==> config.mk <==
export PLATFORM = sky130hd
export DESIGN_NAME = i2c_ee_slave
export DESIGN_NICKNAME = d
export VERILOG_FILES = /design/src/rtl/i2c_ee_pkg.sv /design/src/rtl/i2c_ee_sync.sv /design/src/rtl/i2c_ee_pagebuf.sv /design/src/rtl/i2c_ee_busy.sv /design/src/rtl/i2c_ee_array.sv /design/src/rtl/i2c_ee_slave.sv
export SDC_FILE = /design/constraint.sdc
export NUM_CORES = 2
export LEC_CHECK = 0
export BUFFER_PORTS_ARGS = -buffer_cell sky130_fd_sc_hd__buf_4
export CAP_MARGIN = 20
export CORE_MARGIN = 8
export CORE_UTILIZATION = 43
export CTS_CLUSTER_SIZE = 40
export DETAILED_ROUTE_END_ITERATION = 10
export SLEW_MARGIN = 20
export SYNTH_ARGS = -nofsm -noshare
export SYNTH_HDL_FRONTEND = slang
export SYNTH_SLANG_ARGS = --single-unit
==> constraint.sdc <==
create_clock -name clk -period 6.75 [get_ports clk]
set_input_delay 0.675 -clock clk [delete_from_list [all_inputs] [get_ports clk]]
set_output_delay 0.675 -clock clk [all_outputs]
set_load 0.02 [all_outputs]
==> src/rtl/i2c_ee_pkg.sv <==
package i2c_ee_pkg;

   localparam int         EE_BYTE_W   = 8;
   localparam logic [3:0] EE_DEV_CODE = 4'b1010;

   typedef enum logic [3:0] {
      ST_IDLE,
      ST_DEV,
      ST_DACK,
      ST_ADDR,
      ST_AACK,
      ST_WDAT,
      ST_WACK,
      ST_RDAT,
      ST_RACK,
      ST_WAIT
   } ee_state_e;

endpackage

==> src/rtl/i2c_ee_sync.sv <==
module i2c_ee_sync #(
   parameter int STAGES = 2
) (
   input  logic clk,
   input  logic rst_n,
   input  logic scl_i,
   input  logic sda_i,
   output logic sda_o,
   output logic scl_rise_o,
   output logic scl_fall_o,
   output logic start_o,
   output logic stop_o
);

   if (STAGES < 2) begin : g_bad_stages
      $error("i2c_ee_sync: STAGES must be at least 2");
   end

   logic [STAGES-1:0] scl_ff, sda_ff;
   logic              scl_p, sda_p;
   logic              scl_s;

   always_ff @(posedge clk or negedge rst_n) begin
      if (!rst_n) begin
         scl_ff <= '1;
         sda_ff <= '1;
         scl_p  <= 1'b1;
         sda_p  <= 1'b1;
      end else begin
         scl_ff <= {scl_ff[STAGES-2:0], scl_i};
         sda_ff <= {sda_ff[STAGES-2:0], sda_i};
         scl_p  <= scl_s;
         sda_p  <= sda_o;
      end
   end

   assign scl_s      = scl_ff[STAGES-1];
   assign sda_o      = sda_ff[STAGES-1];
   assign scl_rise_o = scl_s & ~scl_p;
   assign scl_fall_o = ~scl_s & scl_p;
   assign start_o    = scl_s & scl_p & ~sda_o & sda_p;
   assign stop_o     = scl_s & scl_p & sda_o & ~sda_p;

endmodule

==> src/rtl/i2c_ee_pagebuf.sv <==
module i2c_ee_pagebuf #(
   parameter int PAGE_W = 3,
   parameter int DW     = 8
) (
   input  logic                          clk,
   input  logic                          rst_n,
   input  logic                          clr,
   input  logic                          wr,
   input  logic [PAGE_W-1:0]             idx,
   input  logic [DW-1:0]                 wdata,
   output logic [(1<<PAGE_W)*DW-1:0]     data_o,
   output logic [(1<<PAGE_W)-1:0]        mask_o
);

   localparam int SLOTS = 1 << PAGE_W;

   if (PAGE_W < 1) begin : g_bad_page
      $error("i2c_ee_pagebuf: PAGE_W must be at least 1");
   end

   for (genvar g = 0; g < SLOTS; g++) begin : g_slot
      logic [DW-1:0] d_q;
      logic          v_q;

      always_ff @(posedge clk or negedge rst_n) begin
         if (!rst_n) begin
            d_q <= '0;
            v_q <= 1'b0;
         end else if (clr) begin
            v_q <= 1'b0;
         end else if (wr && idx == PAGE_W'(g)) begin
            d_q <= wdata;
            v_q <= 1'b1;
         end
      end

      assign data_o[g*DW +: DW] = d_q;
      assign mask_o[g]          = v_q;
   end

endmodule

==> src/rtl/i2c_ee_busy.sv <==
module i2c_ee_busy #(
   parameter int CYCLES = 400
) (
   input  logic clk,
   input  logic rst_n,
   input  logic go,
   output logic busy_o,
   output logic done_o
);

   localparam int CW = $clog2(CYCLES + 1);

   if (CYCLES < 1) begin : g_bad_cycles
      $error("i2c_ee_busy: CYCLES must be at least 1");
   end

   logic [CW-1:0] cnt_q;

   always_ff @(posedge clk or negedge rst_n) begin
      if (!rst_n) begin
         cnt_q <= '0;
      end else if (go) begin
         cnt_q <= CW'(CYCLES);
      end else if (cnt_q != '0) begin
         cnt_q <= cnt_q - 1'b1;
      end
   end

   assign busy_o = (cnt_q != '0);
   assign done_o = (cnt_q == CW'(1));

endmodule

==> src/rtl/i2c_ee_array.sv <==
module i2c_ee_array #(
   parameter int ADDR_W = 7,
   parameter int PAGE_W = 3,
   parameter int DW     = 8
) (
   input  logic                          clk,
   input  logic                          rst_n,
   input  logic [ADDR_W-1:0]             rd_addr,
   output logic [DW-1:0]                 rd_data,
   input  logic                          we,
   input  logic [ADDR_W-PAGE_W-1:0]      page,
   input  logic [(1<<PAGE_W)*DW-1:0]     wdata,
   input  logic [(1<<PAGE_W)-1:0]        wmask
);

   localparam int DEPTH  = 1 << ADDR_W;
   localparam int PAGE_N = 1 << PAGE_W;

   if (ADDR_W <= PAGE_W) begin : g_bad_geom
      $error("i2c_ee_array: ADDR_W must exceed PAGE_W");
   end

   logic [DW-1:0] mem_q [DEPTH];

   always_ff @(posedge clk or negedge rst_n) begin
      if (!rst_n) begin
         for (int i = 0; i < DEPTH; i++) mem_q[i] <= '0;
      end else if (we) begin
         for (int i = 0; i < PAGE_N; i++) begin
            if (wmask[i]) mem_q[{page, PAGE_W'(i)}] <= wdata[i*DW +: DW];
         end
      end
   end

   assign rd_data = mem_q[rd_addr];

endmodule

==> src/rtl/i2c_ee_slave.sv <==
module i2c_ee_slave
   import i2c_ee_pkg::*;
#(
   parameter int ADDR_W      = 7,
   parameter int PAGE_W      = 3,
   parameter int BUSY_CYCLES = 400,
   parameter int SYNC_STAGES = 2,
   parameter bit STRICT_CE   = 1'b0
) (
   input  logic clk,
   input  logic rst_n,
   input  logic scl_i,
   input  logic sda_i,
   input  logic wr_en_i,
   output logic sda_pull_o
);

   localparam int DW     = EE_BYTE_W;
   localparam int PAGE_N = 1 << PAGE_W;
   localparam int HI_W   = ADDR_W - PAGE_W;

   if (ADDR_W > DW || ADDR_W <= PAGE_W) begin : g_bad_addr
      $error("i2c_ee_slave: need PAGE_W < ADDR_W <= 8");
   end

   // bus conditioning
   logic sda_s, scl_r, scl_f, sta, sto;

   i2c_ee_sync #(.STAGES(SYNC_STAGES)) u_sync (
      .clk        (clk),
      .rst_n      (rst_n),
      .scl_i      (scl_i),
      .sda_i      (sda_i),
      .sda_o      (sda_s),
      .scl_rise_o (scl_r),
      .scl_fall_o (scl_f),
      .start_o    (sta),
      .stop_o     (sto)
   );

   // state
   ee_state_e         st_q;
   logic [3:0]        cnt_q;
   logic [DW-1:0]     sh_q;
   logic [ADDR_W-1:0] ptr_q;
   logic              rw_q, mack_q, drv_q;

   logic              busy, done, go;
   logic              ce_ok, sel_ok, byte_end;
   logic              pb_wr, pb_clr;
   logic [DW-1:0]     rd_byte;
   logic [ADDR_W-1:0] ptr_next_pg;
   logic [PAGE_N*DW-1:0] pb_data;
   logic [PAGE_N-1:0]    pb_mask;

   // select variant: chip-enable bits ignored or forced to zero
   if (STRICT_CE) begin : g_ce_strict
      assign ce_ok = (sh_q[3:1] == 3'b000);
   end else begin : g_ce_any
      assign ce_ok = 1'b1;
   end

   assign sel_ok      = (sh_q[7:4] == EE_DEV_CODE) && ce_ok && !busy;
   assign byte_end    = scl_f && (cnt_q == 4'd8);
   assign ptr_next_pg = {ptr_q[ADDR_W-1:PAGE_W], ptr_q[PAGE_W-1:0] + 1'b1};

   assign pb_wr  = (st_q == ST_WDAT) && byte_end;
   assign pb_clr = (sta && !busy) || done;
   assign go     = sto && (|pb_mask) && wr_en_i && !busy;

   always_ff @(posedge clk or negedge rst_n) begin
      if (!rst_n) begin
         st_q   <= ST_IDLE;
         cnt_q  <= '0;
         sh_q   <= '0;
         ptr_q  <= '0;
         rw_q   <= 1'b0;
         mack_q <= 1'b0;
         drv_q  <= 1'b0;
      end else if (sto) begin
         st_q  <= ST_IDLE;
         drv_q <= 1'b0;
      end else if (sta) begin
         st_q  <= ST_DEV;
         cnt_q <= '0;
         drv_q <= 1'b0;
      end else begin
         unique case (st_q)
            ST_DEV, ST_ADDR, ST_WDAT: begin
               if (scl_r) begin
                  sh_q  <= {sh_q[DW-2:0], sda_s};
                  cnt_q <= cnt_q + 4'd1;
               end else if (byte_end) begin
                  cnt_q <= '0;
                  if (st_q == ST_DEV) begin
                     if (sel_ok) begin
                        drv_q <= 1'b1;
                        rw_q  <= sh_q[0];
                        st_q  <= ST_DACK;
                     end else begin
                        st_q  <= ST_WAIT;
                     end
                  end else if (st_q == ST_ADDR) begin
                     drv_q <= 1'b1;
                     ptr_q <= sh_q[ADDR_W-1:0];
                     st_q  <= ST_AACK;
                  end else begin
                     drv_q <= 1'b1;
                     ptr_q <= ptr_next_pg;
                     st_q  <= ST_WACK;
                  end
               end
            end
            ST_DACK: begin
               if (scl_f) begin
                  if (rw_q) begin
                     sh_q  <= rd_byte;
                     drv_q <= ~rd_byte[DW-1];
                     cnt_q <= '0;
                     st_q  <= ST_RDAT;
                  end else begin
                     drv_q <= 1'b0;
                     st_q  <= ST_ADDR;
                  end
               end
            end
            ST_AACK, ST_WACK: begin
               if (scl_f) begin
                  drv_q <= 1'b0;
                  st_q  <= ST_WDAT;
               end
            end
            ST_RDAT: begin
               if (scl_r) begin
                  cnt_q <= cnt_q + 4'd1;
               end else if (scl_f) begin
                  if (cnt_q == 4'd8) begin
                     drv_q <= 1'b0;
                     st_q  <= ST_RACK;
                  end else begin
                     sh_q  <= {sh_q[DW-2:0], 1'b0};
                     drv_q <= ~sh_q[DW-2];
                  end
               end
            end
            ST_RACK: begin
               if (scl_r) begin
                  mack_q <= ~sda_s;
                  if (!sda_s) ptr_q <= ptr_q + 1'b1;
               end else if (scl_f) begin
                  if (mack_q) begin
                     sh_q  <= rd_byte;
                     drv_q <= ~rd_byte[DW-1];
                     cnt_q <= '0;
                     st_q  <= ST_RDAT;
                  end else begin
                     st_q  <= ST_WAIT;
                  end
               end
            end
            default: ;
         endcase
      end
   end

   assign sda_pull_o = drv_q;

   i2c_ee_pagebuf #(.PAGE_W(PAGE_W), .DW(DW)) u_pagebuf (
      .clk    (clk),
      .rst_n  (rst_n),
      .clr    (pb_clr),
      .wr     (pb_wr),
      .idx    (ptr_q[PAGE_W-1:0]),
      .wdata  (sh_q),
      .data_o (pb_data),
      .mask_o (pb_mask)
   );

   i2c_ee_busy #(.CYCLES(BUSY_CYCLES)) u_busy (
      .clk    (clk),
      .rst_n  (rst_n),
      .go     (go),
      .busy_o (busy),
      .done_o (done)
   );

   i2c_ee_array #(.ADDR_W(ADDR_W), .PAGE_W(PAGE_W), .DW(DW)) u_array (
      .clk     (clk),
      .rst_n   (rst_n),
      .rd_addr (ptr_q),
      .rd_data (rd_byte),
      .we      (done),
      .page    (ptr_q[ADDR_W-1:PAGE_W]),
      .wdata   (pb_data),
      .wmask   (pb_mask)
   );

   // checks beside the logic
   AST_SDA_MOVES_ON_EDGE: assert property (@(posedge clk) disable iff (!rst_n)
      !$stable(drv_q) |-> $past(scl_f || sta || sto));
   AST_NO_ACK_WHILE_BUSY: assert property (@(posedge clk) disable iff (!rst_n)
      (st_q == ST_DACK) |-> !busy);
   AST_COMMIT_NEEDS_ENABLE: assert property (@(posedge clk) disable iff (!rst_n)
      $rose(busy) |-> $past(wr_en_i));
   AST_PAGE_BITS_FIXED: assert property (@(posedge clk) disable iff (!rst_n)
      (st_q == ST_WACK && $past(st_q) == ST_WDAT) |->
         ptr_q[ADDR_W-1:PAGE_W] == $past(ptr_q[ADDR_W-1:PAGE_W]));
   AST_WAIT_RELEASED: assert property (@(posedge clk) disable iff (!rst_n)
      (st_q == ST_WAIT) |-> !drv_q);
   AST_MASTER_ACK_RELEASED: assert property (@(posedge clk) disable iff (!rst_n)
      (st_q == ST_RACK) |-> !drv_q);

   logic [HI_W-1:0] unused_hi;
   assign unused_hi = '0;

endmodule

==> metrics.md <==
| Metric | Value |
|---|---|
| Row count | `127` |
| Clk_lat worst skew | `730 ps` |
| Crit path capture type | `register` |
| Top cell family by delay on the critical path | `buffers and inverters` |
| Reg-to-reg startpoint | `ptr_q[1]` |
| Worst slew pin tran | `1290 ps` |
| Final hold vios | `0` |
| Final nets | `3803` |
| Drt total wl | `about 190000 um` |
| Gate Count Post-Synth | `3819` |
| Via density | `6.22` |
| Buf/Inv on CP | `2` |
| Synth async-reset ratio | `between 90% and 100%` |
| Layout cell share with drive strength beyond 1 | `roughly a third` |
| Post-Synth Adder-Cell Area | `0.267%` |
| CTS tree | `built` |
| Slew headroom | `14.3%` |
| Combinational power share | `8.9%` |
| Core Footprint | `between 100000 and 150000 um^2` |
| Final Wtd Congestion | `1.09` |
| Largest net degree at the start of global routing | `163` |
| Number of synthesized flops with an enable pin | `0` |
| Top cells by count, synth | `dfrtp_1 (1131), mux2_2 (1058), mux2i_1 (519)` |
| CP most frequent cell | `buf_4` |
| Hold WC Path Type | `primary input to async pin` |
| CTS Hold Bufs | `0` |
| Setup TNS | `0 ps` |
| First-pass GRT wire length | `263000 um` |
| Utilization after layout | `48.1%` |
| RSZ-0062 raised after global routing | `false` |
| Syn_area_per_cell | `13.5 um^2` |
| Clk_skew | `around 46 ps` |
| Post-synthesis cell type count | `between 60 and 70` |
| Detailed-placement wirelength estimate | `128000 um` |
| Worst-path maximum fanout | `36` |
| Number of port buffers | `5` |
| Clock slew at reported path FFs | `about 60 ps` |
| Largest area contributor in the netlist | `dfrtp_1` |
| DRC | `2` |
| Sequential cell area fraction in the yosys report | `55.2%` |
| Syn_nets | `between 3k and 4k` |
| Final Cycle Share | `roughly three fifths` |
| Req. time, crit path | `7330 ps` |
| Setup bufs post-CTS | `0` |
| Resize count post-CTS | `0` |
| Main combinational cell family by area after synthesis | `multiplexers` |
| Max Cap Viol | `0` |
| Die Span X | `362 um` |
| F_max | `253 MHz` |
| Post-synthesis mux area share | `33.7%` |
| XOR/XNOR share of the synthesized area | `0.0510%` |
| Total Routing Usage GR | `between 20% and 30%` |
| Flops & latches, synth | `approximately 1.1k` |
| PD cells | `264 nW/um^2` |
| Leak | `approximately 26 nW` |
| H-tree level count | `3` |
| Initial drt markers | `4080` |
| Via Count | `34.2k` |
| Psw | `0.00387 W` |
| Worst r2r dst | `sh_q[6]` |
| Area Growth Syn to Fin | `11.4%` |
| Startpoint Class | `register` |
| Antenna violations before repair | `5` |
| Crit-path slowest cell | `dfrtp_4` |
| Peak supply drop | `0.264 mV` |
| Die area | `about 130000 um^2` |
| Power share of the sequential group | `46.4%` |
| Reg2reg setup slack | `2800 ps` |
| TritonRoute pass-1 iters | `10` |
| Most frequent cell after synthesis | `dfrtp_1` |
| Io pins | `6` |
| Failing checks | `DRC` |
| Clock Path Buffers | `3` |
| Setup CP Type | `register to register` |
| Post-route ant nets | `0` |
| Main flop type after synthesis | `dfrtp_1` |
| Compound-Gate Fraction of Synth Area | `4.30%` |
| GRT overflow | `0` |
| Die Y | `362 um` |
| Status | `complete, but fails checks` |
| Synth top area cells | `dfrtp_1 (55%), mux2_2 (23%), mux2i_1 (10%)` |
| Synth Area in Simple Gates | `4.55%` |
| Total clock buffers created by CTS | `120` |
| Initial core utilization | `43.1%` |
| Max incr delay on CP | `approximately 1000 ps` |
| Fillers | `10.7k` |
| Net Sw Frac | `25.5%` |
| Final Critical Period | `~4000 ps` |
| Clock power share | `44.8%` |
| CTS root buffer | `clkbuf_16` |
| Internal | `0.0113 W` |
| CP arrival | `4530 ps` |
| Number of global-route vias before repair | `~33k` |
| Final Setup Violations | `0` |
| Cell Area, Synth | `51500 um^2` |
| Wire per inst | `34.0 um` |
| R2R depth | `8` |
| Worst Setup SP | `ptr_q[1]` |
| Clock sink total | `approximately 1.1k` |
| Final Max Slew Viols | `0` |
| Syn. warnings | `0` |
| Synth top area share | `54.9%` |
| CP Cell Sequence | `buf_4 > buf_4 > mux2i_1 > o22ai_1 > nor4_1 > o2111ai_1 > nand4_1 > o211ai_1` |
==> worst max path at each step <==
stage | to | slack [ps] | depth (start not counted)
2_1_floorplan | sda_pull_o | 4450 | 9
3_3_place_gp | sh_q[7] | 3030 | 7
3_5_place_dp | sh_q[6] | 3010 | 8
4_1_cts | sh_q[6] | 3000 | 8
5_1_grt | sh_q[6] | 2840 | 8
6_report | sh_q[6] | 2800 | 8
==> routing by layer <==
metal / vias up / track usage (%) / wire, um
met5: - / 0 / 23
met2: 1720 / 38.3 / 74900
li1: 13969 / - / -
met1: 18086 / 38.5 / 79300
met3: 452 / 8.83 / 19500
met4: 4 / 16.1 / 13400
==> state kept, by name, summed over array words and instances (netlist names), 2 cells and up <==
register and count:
u_array.mem_q 1024, u_pagebuf.g_slot.d_q 64, u_busy.cnt_q 9, sh_q 8, u_pagebuf.g_slot.v_q 8, ptr_q 7, cnt_q 4, st_q 4
u_sync.scl_ff 2, u_sync.sda_ff 2
==> cell usage in the layout (no fill, tap or decap), types with 9 or more instances in the layout <==
cell type	n
dfrtp_1	1128
mux2_2	1058
mux2i_1	519
o22ai_1	220
nand2_1	176
clkbuf_16	123
nor2_1	94
buf_4	62
o21ai_0	60
nor4_1	45
nand3_1	42
clkbuf_1	34
nor3_1	32
clkbuf_8	27
mux2_1	23
a21oi_1	21
clkinv_2	18
inv_1	17
buf_12	12
nand4_1	11
ha_1	11
bufinv_16	9
==> metrics by stage <==
step	worst slack [ps]	cells	hold WS [ps]	power [W]	instance area [um^2]
2_1_floorplan	4450	3819	345	0.00792	51500
3_3_place_gp	3030	5277	346	0.00846	53400
3_5_place_dp	3010	5277	347	0.00846	53400
4_1_cts	3000	5497	10.5	0.0152	57400
5_1_grt	2840	5497	36.1	0.0156	57400
6_report	2800	5499	8.64	0.0152	57400
==> area by class of cell <==
cell class / instances / area [um^2] / area share, %
Antenna cell: 2 / 5.00 / 0.00871
Clock buffer: 184 / 3580 / 6.23
Clock inverter: 36 / 450 / 0.784
Inverter: 17 / 63.8 / 0.111
Multi-Input combinational cell: 2436 / 22100 / 38.5
Sequential cell: 1137 / 28500 / 49.6
Tap cell: 1612 / 2020 / 3.51
Timing Repair Buffer: 75 / 721 / 1.25
==> cell families (layout without fill, tap and decap cells) <==
kind of cell	count (synthesis)	count (layout)
flip-flops	1137	1137
multiplexers	1600	1600
AND/OR/NAND/NOR	470	470
XOR/XNOR	3	3
buffers and inverters	246	312
AO/OA/AOI/OAI	352	352
adder cells (fa/ha/maj)	11	11
other	0	2
==> power groups by stage <==
stage / Combinational (W) / Clock, W / Sequential, W
6_report: 0.00134 / 0.00679 / 0.00703
4_1_cts: 0.00132 / 0.00687 / 0.00702
3_5_place_dp: 0.00132 / 0 / 0.00714
3_3_place_gp: 0.00132 / 0 / 0.00714
5_1_grt: 0.00141 / 0.00712 / 0.00703
2_1_floorplan: 0.000897 / 0 / 0.00703
Power figures use the tool's default switching activity.
